[config.mk]
export PLATFORM = sky130hd
export DESIGN_NAME = baud_tick_gen
export DESIGN_NICKNAME = d
export VERILOG_FILES = /design/src/rtl/baud_pkg.sv /design/src/rtl/baud_regs.sv /design/src/rtl/baud_prescale.sv /design/src/rtl/baud_divider.sv /design/src/rtl/baud_tick_gen.sv
export SDC_FILE = /design/constraint.sdc
export NUM_CORES = 1
export LEC_CHECK = 0
export BUFFER_PORTS_ARGS = -buffer_cell sky130_fd_sc_hd__buf_2
export CAP_MARGIN = 20
export CORE_UTILIZATION = 25
export CTS_CLUSTER_DIAMETER = 30
export DETAILED_ROUTE_END_ITERATION = 6
export SYNTH_ARGS = -nofsm -noshare
export SYNTH_HDL_FRONTEND = slang
export SYNTH_SLANG_ARGS = --single-unit
[constraint.sdc]
create_clock -name clk -period 4 [get_ports clk]
set_clock_uncertainty 0.05 [all_clocks]
set_input_delay 0.8 -clock clk [delete_from_list [all_inputs] [get_ports clk]]
set_output_delay 0.8 -clock clk [all_outputs]
set_load 0.05 [all_outputs]
[src/rtl/baud_pkg.sv]
package baud_pkg;

  typedef enum logic {
    PRE_BYPASS  = 1'b0,
    PRE_QUARTER = 1'b1
  } pre_sel_e;

endpackage

[src/rtl/baud_regs.sv]
module baud_regs #(
  parameter int DIV_W   = 16,
  parameter int REG_W   = 8,
  parameter int ADDR_W  = 2,
  parameter int SEL_BIT = 7
) (
  input  logic                 clk,
  input  logic                 rst_n,
  input  logic                 wr_en,
  input  logic [ADDR_W-1:0]    wr_addr,
  input  logic [REG_W-1:0]     wr_data,
  output logic [DIV_W-1:0]     div_o,
  output baud_pkg::pre_sel_e   sel_o,
  output logic                 reload_o
);
  import baud_pkg::*;

  localparam int NBYTES   = DIV_W / REG_W;
  localparam int CTRL_IDX = NBYTES;

  logic ctrl_hit;
  assign ctrl_hit = wr_en && (wr_addr == ADDR_W'(CTRL_IDX));

  // one byte register per divisor slice, addressed by its slice index
  for (genvar k = 0; k < NBYTES; k++) begin : g_byte
    logic [REG_W-1:0] byte_q;
    logic             hit;
    assign hit = wr_en && (wr_addr == ADDR_W'(k));
    always_ff @(posedge clk) begin
      if (!rst_n)   byte_q <= '0;
      else if (hit) byte_q <= wr_data;
    end
    assign div_o[k*REG_W +: REG_W] = byte_q;
  end

  always_ff @(posedge clk) begin
    if (!rst_n)        sel_o <= PRE_BYPASS;
    else if (ctrl_hit) sel_o <= pre_sel_e'(wr_data[SEL_BIT]);
  end

  // any accepted address restarts counting; unused addresses are ignored
  assign reload_o = wr_en && (int'(wr_addr) <= CTRL_IDX);

endmodule

[src/rtl/baud_prescale.sv]
module baud_prescale #(
  parameter int PRE_DIV = 4
) (
  input  logic               clk,
  input  logic               rst_n,
  input  logic               reload_i,
  input  baud_pkg::pre_sel_e sel_i,
  output logic               en_o
);
  import baud_pkg::*;

  localparam int PRE_W = (PRE_DIV > 1) ? $clog2(PRE_DIV) : 1;

  if (PRE_DIV > 1) begin : g_div
    localparam logic [PRE_W-1:0] PRE_LAST = PRE_W'(PRE_DIV - 1);
    logic [PRE_W-1:0] pcnt_q;

    always_ff @(posedge clk) begin
      if (!rst_n || reload_i)    pcnt_q <= '0;
      else if (pcnt_q == PRE_LAST) pcnt_q <= '0;
      else                       pcnt_q <= pcnt_q + 1'b1;
    end

    assign en_o = (sel_i == PRE_BYPASS) ? 1'b1 : (pcnt_q == PRE_LAST);

    // with the slow prescale the enable is never back to back
    p_en_spacing_r3: assert property (@(posedge clk) disable iff (!rst_n)
      (en_o && sel_i == PRE_QUARTER && !reload_i) |=> !en_o);
  end else begin : g_pass
    assign en_o = 1'b1;
  end

endmodule

[src/rtl/baud_divider.sv]
module baud_divider #(
  parameter int DIV_W = 16
) (
  input  logic             clk,
  input  logic             rst_n,
  input  logic             reload_i,
  input  logic             en_i,
  input  logic [DIV_W-1:0] div_i,
  output logic             tick_o
);

  logic [DIV_W-1:0] cnt_q;
  logic             tick_q;
  logic             at_end;

  assign at_end = (cnt_q == div_i - DIV_W'(1));

  always_ff @(posedge clk) begin
    if (!rst_n || reload_i || div_i == '0) begin
      cnt_q  <= '0;
      tick_q <= 1'b0;
    end else if (en_i) begin
      cnt_q  <= at_end ? '0 : cnt_q + 1'b1;
      tick_q <= at_end;
    end else begin
      tick_q <= 1'b0;
    end
  end

  assign tick_o = tick_q;

  // the running count always stays inside the programmed period
  p_cnt_in_range_r4: assert property (@(posedge clk) disable iff (!rst_n)
    (div_i != '0) |-> (cnt_q < div_i));

  // a pulse is followed by a low cycle unless the period is one cycle
  p_single_pulse_r9: assert property (@(posedge clk) disable iff (!rst_n)
    (tick_q && !(en_i && div_i == DIV_W'(1))) |=> !tick_q);

endmodule

[src/rtl/baud_tick_gen.sv]
module baud_tick_gen #(
  parameter int DIV_W   = 16,
  parameter int REG_W   = 8,
  parameter int ADDR_W  = 2,
  parameter int SEL_BIT = 7,
  parameter int PRE_DIV = 4
) (
  input  logic              clk,
  input  logic              rst_n,
  input  logic              wr_en,
  input  logic [ADDR_W-1:0] wr_addr,
  input  logic [REG_W-1:0]  wr_data,
  output logic              tick_o,
  output logic              running_o
);
  import baud_pkg::*;

  logic [DIV_W-1:0] div_w;
  pre_sel_e         sel_w;
  logic             reload_w;
  logic             en_w;

  baud_regs #(
    .DIV_W(DIV_W), .REG_W(REG_W), .ADDR_W(ADDR_W), .SEL_BIT(SEL_BIT)
  ) regs_i (
    .clk(clk), .rst_n(rst_n), .wr_en(wr_en), .wr_addr(wr_addr),
    .wr_data(wr_data), .div_o(div_w), .sel_o(sel_w), .reload_o(reload_w)
  );

  baud_prescale #(.PRE_DIV(PRE_DIV)) pre_i (
    .clk(clk), .rst_n(rst_n), .reload_i(reload_w), .sel_i(sel_w), .en_o(en_w)
  );

  baud_divider #(.DIV_W(DIV_W)) div_i (
    .clk(clk), .rst_n(rst_n), .reload_i(reload_w), .en_i(en_w),
    .div_i(div_w), .tick_o(tick_o)
  );

  assign running_o = (div_w != '0);

  // a stopped generator emits nothing
  p_quiet_when_stopped_r6: assert property (@(posedge clk) disable iff (!rst_n)
    !running_o |-> !tick_o);

  // the edge after an accepted write never carries a pulse
  p_no_glitch_r5: assert property (@(posedge clk) disable iff (!rst_n)
    reload_w |=> !tick_o);

endmodule

* Yosys cells after proc, flatten, opt, wreduce, memory -nomap -nowiden
Cells that the tools add are included.
** Storage, ports and cells
- Flip-flop bits (word level) :: 36
- Output and inout port bits :: 2
- Logic and storage cells :: 29
** Operators by class
- Add/subtract/negate cells :: 3
- Magnitude comparators :: 1
- Equal/unequal tests :: 4
- Multiplexer cells :: 2
- Bitwise gates (word level) :: 1
- Reduce and logical (&&, ||, !) cells :: 12
** Operators by type and width (number)
- 16-bit by 1-bit adder with 16-bit output (second input constant) :: 1
- 16-bit equality test :: 1
- 16-bit zero test :: 1
- 16-bit two-way mux :: 1
- 16-bit nonzero test :: 1
- 16-bit by 1-bit subtractor with 16-bit output (second input constant) :: 1
- 2-bit equality test (second input constant) :: 2
- 1-bit logical AND :: 4
- 2-bit OR reduction :: 2
- 2-bit by 1-bit adder with 2-bit output (second input constant) :: 1
- 2-bit by 1-bit equality test with 1-bit output (second input constant) :: 1
- 2-bit less-or-equal comparator (second input constant) :: 1
- 2-bit zero test :: 1
- 1-bit logical OR :: 2
- 1-bit zero test :: 1
- 1-bit two-way mux :: 1
- 1-bit inverter :: 1

* Depth between registers and ports, before layout
- Depth in word-level cells :: 5
- Gate-level depth with buffers :: 10
- Depth with buffers taken out :: 8

* Hierarchy
Synthesis repeated with hierarchy kept, for this count alone.
** Second synthesis, totals
- Cells, all modules :: 243
- Area, all modules :: 2110.8 µm²
** Modules (own cells, without submodules)
- baud_divider :: instances 1, cells each 164, area each 1325.0 µm², sequential area each 340.3 µm²
- baud_regs :: instances 1, cells each 68, area each 668.1 µm², sequential area each 340.3 µm²
- baud_prescale :: instances 1, cells each 6, area each 86.3 µm², sequential area each 40.0 µm²
- baud_tick_gen :: instances 1, cells each 5, area each 31.3 µm², sequential area each 0.0 µm²

* Least setup slack after synthesis
OpenSTA, ideal clock, no wires.
- Path type :: register to register
- Start point :: register regs_i.g_byte[0].byte_q[7]
- End point :: register div_i.tick_q (netlist: div_i.tick_o)
- Arrival :: 2.559 ns
- Required time :: 3.812 ns
- Setup slack :: 1.253 ns
- Cell stages (with the launch flop) :: 7
- Path buffers :: 2
- Period minus slack after synthesis :: 2.747 ns
- Cells stage by stage :: dfxtp_1 buf_2 nor4_1 nand4_1 nand3_1 buf_2 nor3_1
** On the way
- Longest elaborated chain between the ends :: 3
** RTL lines
- from (decl) :: RTL line baud_regs.sv:26 : logic [REG_W-1:0] byte_q;
- from (signal assigned) :: RTL line baud_regs.sv:31 : else if (hit) byte_q <= wr_data;
- parallel branches: the longest is 3 deep, another holds 16-bit by 1-bit subtractor with 16-bit output
- to (signal assigned) :: RTL line baud_divider.sv:24 : tick_q <= at_end;
- to (decl) :: RTL line baud_divider.sv:13 : logic tick_q;
Parallel ways; which one is timed is not known.
A chain may end at the register's enable or synchronous reset.

* Final worst setup path
- Start point :: register regs_i.g_byte[0].byte_q[7]
- End point :: register div_i.cnt_q[5]
** On the way
- Longest elaborated chain between the ends :: 3
** RTL lines
- 16-bit by 1-bit subtractor with 16-bit output :: RTL line baud_divider.sv:16 : assign at_end = (cnt_q == div_i - DIV_W'(1));
- 16-bit equality test :: RTL line baud_divider.sv:16
- 16-bit two-way mux :: RTL line baud_divider.sv:23 : cnt_q <= at_end ? '0 : cnt_q + 1'b1;
- to (signal assigned) :: RTL line baud_divider.sv:23
- to (decl) :: RTL line baud_divider.sv:12 : logic [DIV_W-1:0] cnt_q;
Several ways; a longest one is shown, not always the timed one.

==> summary.md <==
| Metric | Value |
|---|---|
| Result of the run | `complete, no violations` |
| Minimum clock period after layout | `2.99 ns` |
| Total of endpoints with negative setup slack in the final report | `0` |
| Insertion delay to the later sink of the worst-skew pair | `0.29 ns` |
| Logic depth of the worst register-to-register path | `6` |
| Lkg Pwr | `0.000877 uW` |
| CP arrival | `3.08 ns` |
| Pin count of the biggest net entering global routing | `20` |
| Maximum clock path buffer count | `2` |
| Net count, final | `268` |
| Number of max-slew violations in the final report | `0` |
| Internal Power | `557 uW` |
| Total routed wirelength | `4720 um` |
| Sequential power share | `0.488` |
| Post-Syn Area per Cell | `9.22 um^2` |
| Adder-cell share of the synthesized area | `0.0227` |
| Resized cells post-CTS | `0` |
| Crit path largest cell delay | `0.86 ns` |
| Max FO, Critical Path | `13` |
| Global route total overflow | `0` |
| Switching Power | `221 uW` |
| FF-to-FF setup slack | `1.01 ns` |
| Synth Instances | `239` |
| I/O pin total | `15` |
| DR DRC count | `0` |
| Share of the synthesized area in the top cell type | `0.327` |
| Total power of the final layout | `778 uW` |
| Multiplexer area fraction after synthesis | `0.0681` |
| Critical path class | `reg2reg` |
| Full die area | `9200 um^2` |
| Yosys warns | `0` |
| Count of maximum capacitance violations | `0` |
| Inst Count DP | `349` |
| Relative slew slack | `0.341` |
| Synthesized-area fraction occupied by ao, oa, aoi and oai cells | `0.0863` |
| Count of endpoints failing hold in the final timing report | `0` |
| Pre-CTS setup slack | `0.971 ns` |
| Flip-flop and latch count after synthesis | `36` |
| Number of clock sinks | `36` |
| Post-CTS clock slew at the launch and capture registers of the worst setup and hold paths | `0.07 ns` |
| EDFF count, synth | `0` |
| Cell area power density | `316 nW/um^2` |
| Maximum frequency from static timing analysis | `0.335 GHz` |
| Instance count along the most critical hold path | `1` |
| Wire length of the first global-routing pass | `8190 um` |
| Routed len/inst | `13.2 um` |
| Proportion of synthesized chip area in sequential cells | `0.327` |
| Fraction of layout instances using a drive strength above 1 | `0.163` |
| Combinational family with the most area after synthesis | `simple AND/OR/NAND/NOR gates` |
| Synth top area cells | `sky130_fd_sc_hd__dfxtp_1 33%, sky130_fd_sc_hd__xnor2_1 7.5%, sky130_fd_sc_hd__mux2i_1 6.8%` |
| Worst slew pin tran | `0.986 ns` |
| Ant. Diodes | `0` |
| Switching part of the total | `0.284` |
| FP Rows | `33` |
| Number of design-rule violations left by the first detailed-router iteration | `65` |
| Number of clock buffers inserted by TritonCTS | `5` |
| Number of vias per cell | `4.89` |
| # H-tree levels | `2` |
| Final RePlAce weighted congestion | `0.777` |
| Antenna violations before repair | `0` |
| Total Negative Setup Slacks | `0 ns` |
| Area of the placeable core | `8380 um^2` |
| Asr flop ratio synth | `0` |
| Number of standard cells in the layout, taps in and fillers out | `357` |
| Post-Synth Simple-Gate Area | `0.326` |
| Total routing resource utilization after global routing | `0.115` |
| Height of the die | `95.9 um` |
| Filler instances | `885` |
| Comb pwr share | `0.163` |
| Area Overhead vs Synth | `11.6%` |
| RSZ-0062 raised after global routing | `false` |
| TritonRoute pass-1 iters | `5` |
| Synth unique cells | `50` |
| Cell-by-cell listing of the critical path | `nor4_1 -> nand3_1 -> a221oi_1 -> o32ai_2 -> nor4_4 -> nor3_1` |
| Library cell used as clock root buffer | `sky130_fd_sc_hd__clkbuf_8` |
| Slowest cell on crit path | `sky130_fd_sc_hd__nor4_4` |
| Critical path startpoint category | `register` |
| Post-CTS Hold Fix Bufs | `0` |
| Peak supply drop | `0.000164 V` |
| Starting utilization of the core area | `0.263` |
| Biggest area consumer among synthesized cells | `sky130_fd_sc_hd__dfxtp_1` |
| Area taken by multi-input logic gates | `1410 um^2` |
| Die Width | `95.9 um` |
| Detailed placer's ending HPWL | `3580 um` |
| Nets in the synthesized netlist | `256` |
| Dominant register cell in the synthesized netlist | `sky130_fd_sc_hd__dfxtp_1` |
| Netlist area before placement | `2200 um^2` |
| Number of global-route vias before repair | `1697` |
| Number of nets with antenna violations after routing | `0` |
| Clk network pwr share | `0.349` |
| Setup WS post-layout | `1.01 ns` |
| Min-Delay Path Class | `reg2reg` |
| Post-CTS setup repair buffer count | `0` |
| Reg area | `721 um^2` |
| Ratio of final minimum period to clock period | `0.747` |
| Crit path capture type | `register` |
| Post-synthesis xor/xnor area fraction | `0.137` |
| Clock tree from TritonCTS | `built` |
| Required time of the critical path | `4.09 ns` |
| Vias after detailed routing | `1747` |
| Number of buffer cells added on primary ports | `14` |
[metal layers]
metal	routed length, um	up-vias	track usage
met5	0	-	0
met4	33	0	0.0261
met3	212	6	0.0276
met2	2130	37	0.185
met1	2340	819	0.155
li1	-	885	-
[cells in the final DEF, fill, tap and decap left out, types with 2 or more instances in the layout]
cell / count
sky130_fd_sc_hd__a21oi_1: 3
sky130_fd_sc_hd__a31oi_1: 2
sky130_fd_sc_hd__and3_1: 2
sky130_fd_sc_hd__and4b_1: 3
sky130_fd_sc_hd__buf_2: 14
sky130_fd_sc_hd__buf_4: 2
sky130_fd_sc_hd__clkbuf_8: 6
sky130_fd_sc_hd__clkinv_2: 2
sky130_fd_sc_hd__dfxtp_1: 36
sky130_fd_sc_hd__ha_1: 4
sky130_fd_sc_hd__inv_1: 5
sky130_fd_sc_hd__mux2i_1: 15
sky130_fd_sc_hd__nand2_1: 10
sky130_fd_sc_hd__nand3_1: 9
sky130_fd_sc_hd__nand3b_1: 3
sky130_fd_sc_hd__nand4_1: 7
sky130_fd_sc_hd__nor2_1: 10
sky130_fd_sc_hd__nor2b_1: 21
sky130_fd_sc_hd__nor3_1: 13
sky130_fd_sc_hd__nor3_2: 10
sky130_fd_sc_hd__nor3b_1: 3
sky130_fd_sc_hd__nor4_1: 6
sky130_fd_sc_hd__o21ai_0: 3
sky130_fd_sc_hd__o22ai_1: 2
sky130_fd_sc_hd__or3_1: 5
sky130_fd_sc_hd__or3b_2: 2
sky130_fd_sc_hd__or4_1: 2
sky130_fd_sc_hd__xnor2_1: 19
sky130_fd_sc_hd__xor2_1: 13
[stage by stage]
| step | instance area, um^2 | util | hold slack [ns] |
|---|---|---|---|
| 2_1_floorplan | 2200 | - | 0.356 |
| 3_3_place_gp | 2370 | 0.282 | 0.363 |
| 3_5_place_dp | 2370 | 0.282 | 0.377 |
| 5_1_grt | 2460 | 0.293 | 0.418 |
| 6_report | 2460 | 0.293 | 0.386 |
| 4_1_cts | 2460 | 0.293 | 0.387 |
[power groups by stage]
stage / Combinational [uW] / Clock, uW / Sequential, uW
after floorplan: 101 / 0 / 383
after global placement: 126 / 0 / 388
after detailed placement: 127 / 0 / 388
after CTS: 128 / 275 / 380
after global routing: 140 / 287 / 381
final: 127 / 272 / 380
[flip-flops by register name, indices dropped and copies added (netlist names)]
| register | flops |
|---|---|
| div_i.cnt_q | 16 |
| regs_i.sel_o | 1 |
| div_i.tick_o | 1 |
| pre_i.g_div.pcnt_q | 2 |
| regs_i.g_byte.byte_q | 16 |
[worst paths after layout]
check                                        endpoint                  startpoint
worst max-delay path                   div_i.cnt_q[5]  regs_i.g_byte[0].byte_q[7]
worst min-delay path            pre_i.g_div.pcnt_q[0]       pre_i.g_div.pcnt_q[0]
worst max register to register         div_i.cnt_q[5]  regs_i.g_byte[0].byte_q[7]
worst min register to register  pre_i.g_div.pcnt_q[0]       pre_i.g_div.pcnt_q[0]
[final cells by class]
type                            instances  area share
Multi-Input combinational cell        187       0.574
Inverter                                5     0.00763
Clock inverter                          2     0.00407
Clock buffer                            6      0.0336
Sequential cell                        36       0.293
Tap cell                              105      0.0534
Timing Repair Buffer                   16      0.0346
[cells by family (layout without fill, tap and decap cells)]
kind of cell,count (synthesis),after routing
xor gates and xnor gates,33,33
AOI/OAI and AO/OA,23,23
muxes,15,15
buffers and inverters,16,29
DFF,36,36
adders and majority gates,4,4
and+or+nand+nor,112,112
[Yosys cell counts (all sizes together), types with 2 or more instances]
cell type,instances
nor2,10
or4,2
nand4,8
o22ai,2
nor2b,21
nor4,7
a21oi,3
mux2i,15
dfxtp,36
and4b,3
or3b,2
xor2,13
inv,5
o21ai,4
and3,2
nand2,10
nand3,9
buf,6
ha,4
nor3b,3
nor3,23
or3,6
xnor2,19
a31oi,2
nand3b,3
clkbuf,5
[critical path, delay by kind of cell (launching register included)]
kind | cells | cell delay [ns]
AOI/OAI and AO/OA | 2 | 0.49
and+or+nand+nor | 4 | 1.88
DFF | 1 | 0.41
Note: power is estimated with default switching activity, not from simulation.
